==> src/rtl/exc_vec_pkg.sv <==
package exc_vec_pkg;

    localparam int VA_W   = 64;
    localparam int PRIV_W = 2;

    typedef enum logic {
        EXC_GENERAL = 1'b0,
        EXC_REFILL  = 1'b1
    } exc_class_e;

    typedef enum logic [PRIV_W-1:0] {
        LVL_KERNEL = 2'd0,
        LVL_SUPER  = 2'd1,
        LVL_USER   = 2'd2,
        LVL_RSVD   = 2'd3
    } level_e;

    typedef struct packed {
        logic boot;
        logic rev;
    } stat_wr_t;

    typedef struct packed {
        logic       boot;
        exc_class_e cls;
        logic       ext;
    } vec_sel_t;

    localparam logic [VA_W-1:0] BASE_BOOT = 64'hFFFF_FFFF_BFC0_0000;
    localparam logic [VA_W-1:0] BASE_NORM = 64'hFFFF_FFFF_8000_0000;
    localparam logic [VA_W-1:0] OFF_REFILL_BOOT = 64'h200;
    localparam logic [VA_W-1:0] OFF_REFILL_NORM = 64'h000;
    localparam logic [VA_W-1:0] OFF_GEN_BOOT    = 64'h380;
    localparam logic [VA_W-1:0] OFF_GEN_NORM    = 64'h180;
    localparam logic [VA_W-1:0] OFF_EXT_STEP    = 64'h080;

    localparam logic REV_SUPPORTED = 1'b0;

    function automatic logic [VA_W-1:0] vec_compose(input vec_sel_t s);
        logic [VA_W-1:0] base;
        logic [VA_W-1:0] off;
        base = s.boot ? BASE_BOOT : BASE_NORM;
        if (s.cls == EXC_REFILL) begin
            off = s.boot ? OFF_REFILL_BOOT : OFF_REFILL_NORM;
            if (s.ext) off = off + OFF_EXT_STEP;
        end else begin
            off = s.boot ? OFF_GEN_BOOT : OFF_GEN_NORM;
        end
        return base + off;
    endfunction

endpackage

==> src/rtl/evg_status_reg.sv <==
module evg_status_reg
    import exc_vec_pkg::*;
(
    input  logic     clk,
    input  logic     rst,
    input  logic     nmi,
    input  logic     wr_en,
    input  stat_wr_t wr_data,
    output logic     boot_q,
    output logic     rev_q
);
    // Priority: reset, then NMI, then the software write.
    always_ff @(posedge clk) begin
        if (rst) begin
            boot_q <= 1'b1;
            rev_q  <= 1'b0;
        end else if (nmi) begin
            boot_q <= 1'b1;
        end else if (wr_en) begin
            boot_q <= wr_data.boot;
            rev_q  <= wr_data.rev & REV_SUPPORTED;
        end
    end
endmodule

==> src/rtl/evg_mode_decode.sv <==
module evg_mode_decode
    import exc_vec_pkg::*;
(
    input  logic [PRIV_W-1:0] cur_priv,
    input  logic [PRIV_W-1:0] fault_seg,
    input  logic              kx_en,
    input  logic              sx_en,
    input  logic              ux_en,
    output logic              ext_op_en,
    output logic              seg_ext
);
    localparam int NLVL = 1 << PRIV_W;

    logic [NLVL-1:0] xbits;
    assign xbits = {1'b0, ux_en, sx_en, kx_en};

    always_comb begin
        unique case (level_e'(cur_priv))
            LVL_KERNEL: ext_op_en = 1'b1;
            LVL_SUPER:  ext_op_en = sx_en;
            LVL_USER:   ext_op_en = ux_en;
            default:    ext_op_en = 1'b0;
        endcase
    end

    assign seg_ext = xbits[fault_seg];
endmodule

==> src/rtl/evg_vec_calc.sv <==
module evg_vec_calc
    import exc_vec_pkg::*;
(
    input  logic            clk,
    input  logic            rst,
    input  logic            req,
    input  vec_sel_t        sel,
    output logic            valid,
    output logic [VA_W-1:0] addr
);
    logic [VA_W-1:0] addr_next;
    assign addr_next = vec_compose(sel);

    always_ff @(posedge clk) begin
        if (rst) begin
            valid <= 1'b0;
            addr  <= '0;
        end else begin
            valid <= req;
            if (req) addr <= addr_next;
        end
    end
endmodule

==> src/rtl/exc_vector_gen.sv <==
module exc_vector_gen
    import exc_vec_pkg::*;
(
    input  logic            clk,
    input  logic            rst,
    input  logic            exc_req,
    input  logic            exc_class,
    input  logic [1:0]      fault_seg,
    input  logic [1:0]      cur_priv,
    input  logic            kx_en,
    input  logic            sx_en,
    input  logic            ux_en,
    input  logic            nmi,
    input  logic            stat_we,
    input  logic            stat_boot_d,
    input  logic            stat_rev_d,
    output logic            boot_q,
    output logic            rev_endian,
    output logic            ext_op_en,
    output logic            vec_valid,
    output logic [63:0]     vec_addr
);
    stat_wr_t wr;
    vec_sel_t sel;
    logic     seg_ext;

    assign wr.boot = stat_boot_d;
    assign wr.rev  = stat_rev_d;

    evg_status_reg u_stat (
        .clk     (clk),
        .rst     (rst),
        .nmi     (nmi),
        .wr_en   (stat_we),
        .wr_data (wr),
        .boot_q  (boot_q),
        .rev_q   (rev_endian)
    );

    evg_mode_decode u_dec (
        .cur_priv  (cur_priv),
        .fault_seg (fault_seg),
        .kx_en     (kx_en),
        .sx_en     (sx_en),
        .ux_en     (ux_en),
        .ext_op_en (ext_op_en),
        .seg_ext   (seg_ext)
    );

    // An NMI in the request cycle already selects the bootstrap region.
    assign sel.boot = boot_q | nmi;
    assign sel.cls  = exc_class_e'(exc_class);
    assign sel.ext  = seg_ext;

    evg_vec_calc u_calc (
        .clk   (clk),
        .rst   (rst),
        .req   (exc_req),
        .sel   (sel),
        .valid (vec_valid),
        .addr  (vec_addr)
    );
endmodule

==> config.mk <==
export PLATFORM = sky130hd
export DESIGN_NAME = exc_vector_gen
export DESIGN_NICKNAME = d
export VERILOG_FILES = /design/src/rtl/exc_vec_pkg.sv /design/src/rtl/evg_status_reg.sv /design/src/rtl/evg_mode_decode.sv /design/src/rtl/evg_vec_calc.sv /design/src/rtl/exc_vector_gen.sv
export SDC_FILE = /design/constraint.sdc
export NUM_CORES = 1
export LEC_CHECK = 0
export ABC_AREA = 0
export BUFFER_PORTS_ARGS = -buffer_cell sky130_fd_sc_hd__buf_2
export CAP_MARGIN = 25
export CORE_UTILIZATION = 35
export DETAILED_ROUTE_END_ITERATION = 12
export PLACE_DENSITY = 0.83
export RECOVER_POWER = 25
export SLEW_MARGIN = 10
export SYNTH_ARGS = -nofsm -noshare
export SYNTH_HDL_FRONTEND = slang
export SYNTH_SLANG_ARGS = --single-unit
==> constraint.sdc <==
create_clock -name clk -period 2 [get_ports clk]
set_input_delay 0.2 -clock clk [delete_from_list [all_inputs] [get_ports clk]]
set_output_delay 0.2 -clock clk [all_outputs]
set_load 0.02 [all_outputs]
======== Word level (Yosys, flattened, before mapping) ========
Index checks and enable logic that the tools add are counted.
storage, ports and cells
  register bits ........................... 66
  input port bits ......................... 15
  output and inout bits ................... 68
  memory bits (writable) .................. 0
  latch bits .............................. 0
  memories kept ........................... 0
  bits in read-only memories .............. 0
  word-level logic and storage cells ...... 19
cells by class
  multipliers ............................. 0
  magnitude comparators ................... 1
  reduce and logical (&&, ||, !) cells .... 2
  div/mod/pow operators ................... 0
  mux-type cells .......................... 8
  bitwise operators ....................... 1
  shift-type cells ........................ 0
  equality and inequality tests ........... 2
  $add $sub $neg .......................... 2
operators with widths
  cell                   number
  $mux 64                2
  $add 64x64->64         1
  $add 64x8->64 const B  1
  $mux 30                1
  $mux 10                2
  $lt 2x3->1 const B     1
  $pmux 1 s3             1
  $bmux 1 s2             1
  $eq 2x1->1 const B     1
  $eq 2x2->1 const B     1
  $logic_not 2->1        1
  $reduce_or 2->1        1
  $mux 1                 1
  $or 1x1->1             1

======== Depth between registers and ports, before layout ========
  depth in word-level cells ............... 6
  mapped depth ............................ 3
  depth with buffers taken out ............ 3

======== Hierarchy ========
A second synthesis with hierarchy kept.
second synthesis, totals
  cells, all modules ...................... 90
  area total of the unflattened synthesis .. 726.9 µm²
by module, submodules not included
  module           area each (µm²)  seq. area each (µm²)  cells each  times used
  evg_vec_calc     634.4            100.1                 77          1
  evg_status_reg   48.8             20.0                  6           1
  evg_mode_decode  37.5             0.0                   6           1
  exc_vector_gen   6.3              0.0                   1           1

======== Least setup slack after synthesis ========
No wires, ideal clock.
  path type ............................... register to output
  start ................................... register u_calc.addr[62] (netlist name)
  end ..................................... output port vec_addr[32]
  arrival time ............................ 1208 ps
  path slack .............................. 592 ps
  required time ........................... 1800 ps
  path buffers ............................ 1
  stages on the path, launching flop included .. 2
  cell sequence ........................... dfxtp_1 -> buf_4
RTL lines
  item              line                  source
  end: declaration  exc_vector_gen.sv:21  output logic [63:0] vec_addr

==> summary.md <==
| Metric | Value |
|---|---|
| Result of the run | `completed` |
| Fin Clk Skew | `0.002314 ns` |
| Width of the die | `46.82 um` |
| Number of setup violations in the final report | `0` |
| Effective utilization at floorplan | `39.03%` |
| P_leak | `0.4073 nW` |
| Depth of the worst register-to-register path | `2` |
| Wire length after detailed routing | `just under 1000 um` |
| Number of buffers and inverters on the critical path | `1` |
| Number of distinct library cells after synthesis | `13` |
| CTS Buf Count | `3` |
| Syn_area_per_cell | `7.991 um^2` |
| Final global-route overflow total | `0` |
| Hold Crit Depth | `2` |
| Total internal power | `252.5 uW` |
| Proportion of layout cells with a drive suffix above 1 | `49.54%` |
| Net count, final | `126` |
| Max Fanout on Critical Path | `34` |
| TritonCTS clock tree | `yes` |
| Post-detailed-placement half-perimeter wirelength | `837.2 um` |
| Placer Congestion | `0.5804` |
| Filler Cells Inserted | `210` |
| FF-to-FF Start | `u_calc.addr[62]` |
| Category of the critical setup timing path | `reg2out` |
| Cell row count | `15` |
| Required arrival time at the worst endpoint | `1.80 ns` |
| Remaining number of nets flagged by the antenna check after routing | `0` |
| CORE AREA | `approximately 1800 um^2` |
| Number of synthesized register bits | `6` |
| I/O Buffers | `60` |
| Most frequent cells in the layout | `buf_2 (51), conb_1 (21), clkbuf_1 (9)` |
| Power density normalized to cell area | `702.6 nW/um^2` |
| Post-placement cell count | `between 100 and 150` |
| Seq/Total Area, Yosys | `17.08%` |
| Gate count after technology mapping | `88` |
| Yosys Warn Count | `0` |
| Post-CTS Resized | `0` |
| Kind of launch point of the worst setup path | `flop` |
| Sequential cell fraction of total power | `30.8%` |
| Net switching component of the power | `206.4 uW` |
| Slew HR | `52.53%` |
| Total Routing Usage GR | `7.565%` |
| Data arrival time of the critical path | `approximately 1.3 ns` |
| Cell Chain, Critical Path | `buf_2` |
| Pin count of the biggest net entering global routing | `35` |
| Signed area change from the synthesized netlist to the final layout | `-7.117%` |
| Worst setup EP type | `output pin` |
| Slowest cell on the critical path | `dfxtp_1` |
| Routed wire length per instance | `7.425 um` |
| Post-layout min period | `1.506 ns` |
| Sink of the worst hold path | `u_calc.addr[8]` |
| Area used by sequential logic in the layout | `120.1 um^2` |
| Clock edge transition at the registers on the reported setup and hold paths | `~0.040 ns` |
| Initial DRT Pass Iterations | `1` |
| Vias post-DR | `491` |
| Slack of the worst reg-to-reg path | `0.99 ns` |
| Max stage delay on crit path | `0.77 ns` |
| Worst hold start | `exc_class` |
| Fin crit share | `75.32%` |
| Pins over their slew limit | `0` |
| Sw Ratio | `44.97%` |
| First DRT Iteration DRCs | `0` |
| Wire length of the first global-routing pass | `1145 um` |
| Netlist area before placement | `703.2 um^2` |
| Final hold violation count | `0` |
| VDD IR-drop max | `around 0.27 mV` |
| Hold buffers post-CTS | `0` |
| Measured slew at the worst slew-check pin | `0.7111 ns` |
| RSZ-0062 raised after global routing | `no` |
| Non-filler instance count after layout | `134` |
| Min-Delay Path Class | `in2reg` |
| Total Power Consumption | `458.9 uW` |
| Top cell family by delay on the critical path | `flip-flops` |
| Clock group share of total power | `23.3%` |
| Vias in the first global route | `276` |
| Achievable frequency | `663.8 MHz` |
| Combinational share of power | `45.9%` |
| MaxCap Viol Count | `0` |
| Die height | `between 40 and 50 um` |
| Die area | `2192 um^2` |
| Final antenna diode count | `0` |
| Most common cell after layout, fill and taps aside | `buf_2` |
| Multi-input gate area | `190.2 um^2` |
| CTS sink count | `6` |
| Setup fix buffers added after clock tree synthesis | `0` |
| Setup_tns | `0 ns` |
| Worst reg2reg endpoint | `u_calc.addr[62]` |
| Deepest clock path buffer count | `2` |
| Initial antenna violation count | `0` |
| Total number of H-tree levels | `1` |
| Worst skew pair latency | `0.24 ns` |
| Cell at the root of the clock tree | `clkbuf_4` |
| DRC Markers | `0` |
| Via density per instance | `3.664` |
| IO Count | `between 80 and 90` |
[registers in the layout, indices dropped and copies added, names as in the netlist]
register / flops
u_calc.valid: 1
u_stat.boot_q: 1
u_calc.addr: 4
[routing by layer]
layer	routed length, um	track usage, %	vias up	share of wire (%)
li1	-	-	234	-
met1	355	8.756	204	36
met2	470	11.94	53	47
met3	169	4.615	0	17
met4	0	1.714	0	0
met5	0	0	-	0
[Yosys cell counts (all sizes together)]
library cell	count	area, um^2
nand2b	1	6.260
dfxtp	6	120.1
o221a	1	11.26
conb	1	3.750
nor2	7	26.28
a211oi	3	27.52
a21oi	1	5.000
nand2	2	7.510
buf	61	457.9
clkbuf	1	5.000
nor2b	2	12.51
mux2i	2	20.02
[through the flow]
| step | worst slack [ns] | hold slack (ns) | util (%) | area, um^2 |
|---|---|---|---|---|
| after global placement | 0.7785 | 0.3927 | 35.90 | 646.9 |
| after floorplan | 0.5920 | 0.2646 | - | 778.2 |
| after detailed placement | 0.6967 | 0.4187 | 35.90 | 646.9 |
| after CTS | 0.4372 | 0.1578 | 37.15 | 669.4 |
| final | 0.4936 | 0.1608 | 36.25 | 653.1 |
| after global routing | 0.2849 | 0.1815 | 36.25 | 653.1 |
[how the worst max path moves through the flow]
stage | cells after the start | startpoint | slack (ns) | end
floorplan | 1 | u_calc.addr[62] | 0.59 | vec_addr[32]
global placement | 1 | u_calc.addr[62] | 0.78 | vec_addr[37]
detailed placement | 1 | u_calc.addr[62] | 0.70 | vec_addr[62]
CTS | 1 | u_calc.addr[62] | 0.44 | vec_addr[62]
global route | 1 | u_calc.addr[62] | 0.28 | vec_addr[46]
finish | 1 | u_calc.addr[62] | 0.49 | vec_addr[34]
[area by class of cell]
cell class	count	area share, %
repair buffers	60	44.25
well taps	25	4.789
clock buffers	3	3.448
flip-flops and latches	6	18.39
multi-input cells	40	29.12
[power by group through the flow]
stage	Clock, mW	Combinational [mW]	Sequential (mW)
after global placement	0	0.215	0.142
after CTS	0.113	0.216	0.142
after floorplan	0	0.239	0.154
final	0.107	0.211	0.141
after global routing	0.117	0.228	0.146
after detailed placement	0	0.216	0.144
[logic make-up (layout without fill, tap and decap cells)]
family | Yosys count | in the layout | synth area share, %
buf+inv | 62 | 63 | 65.84
mux | 2 | 2 | 2.847
other cells | 1 | 21 | 0.5333
simple gates | 12 | 12 | 7.475
flops | 6 | 6 | 17.08
compound gates | 5 | 5 | 6.226
Power figures use the tool's default switching activity.
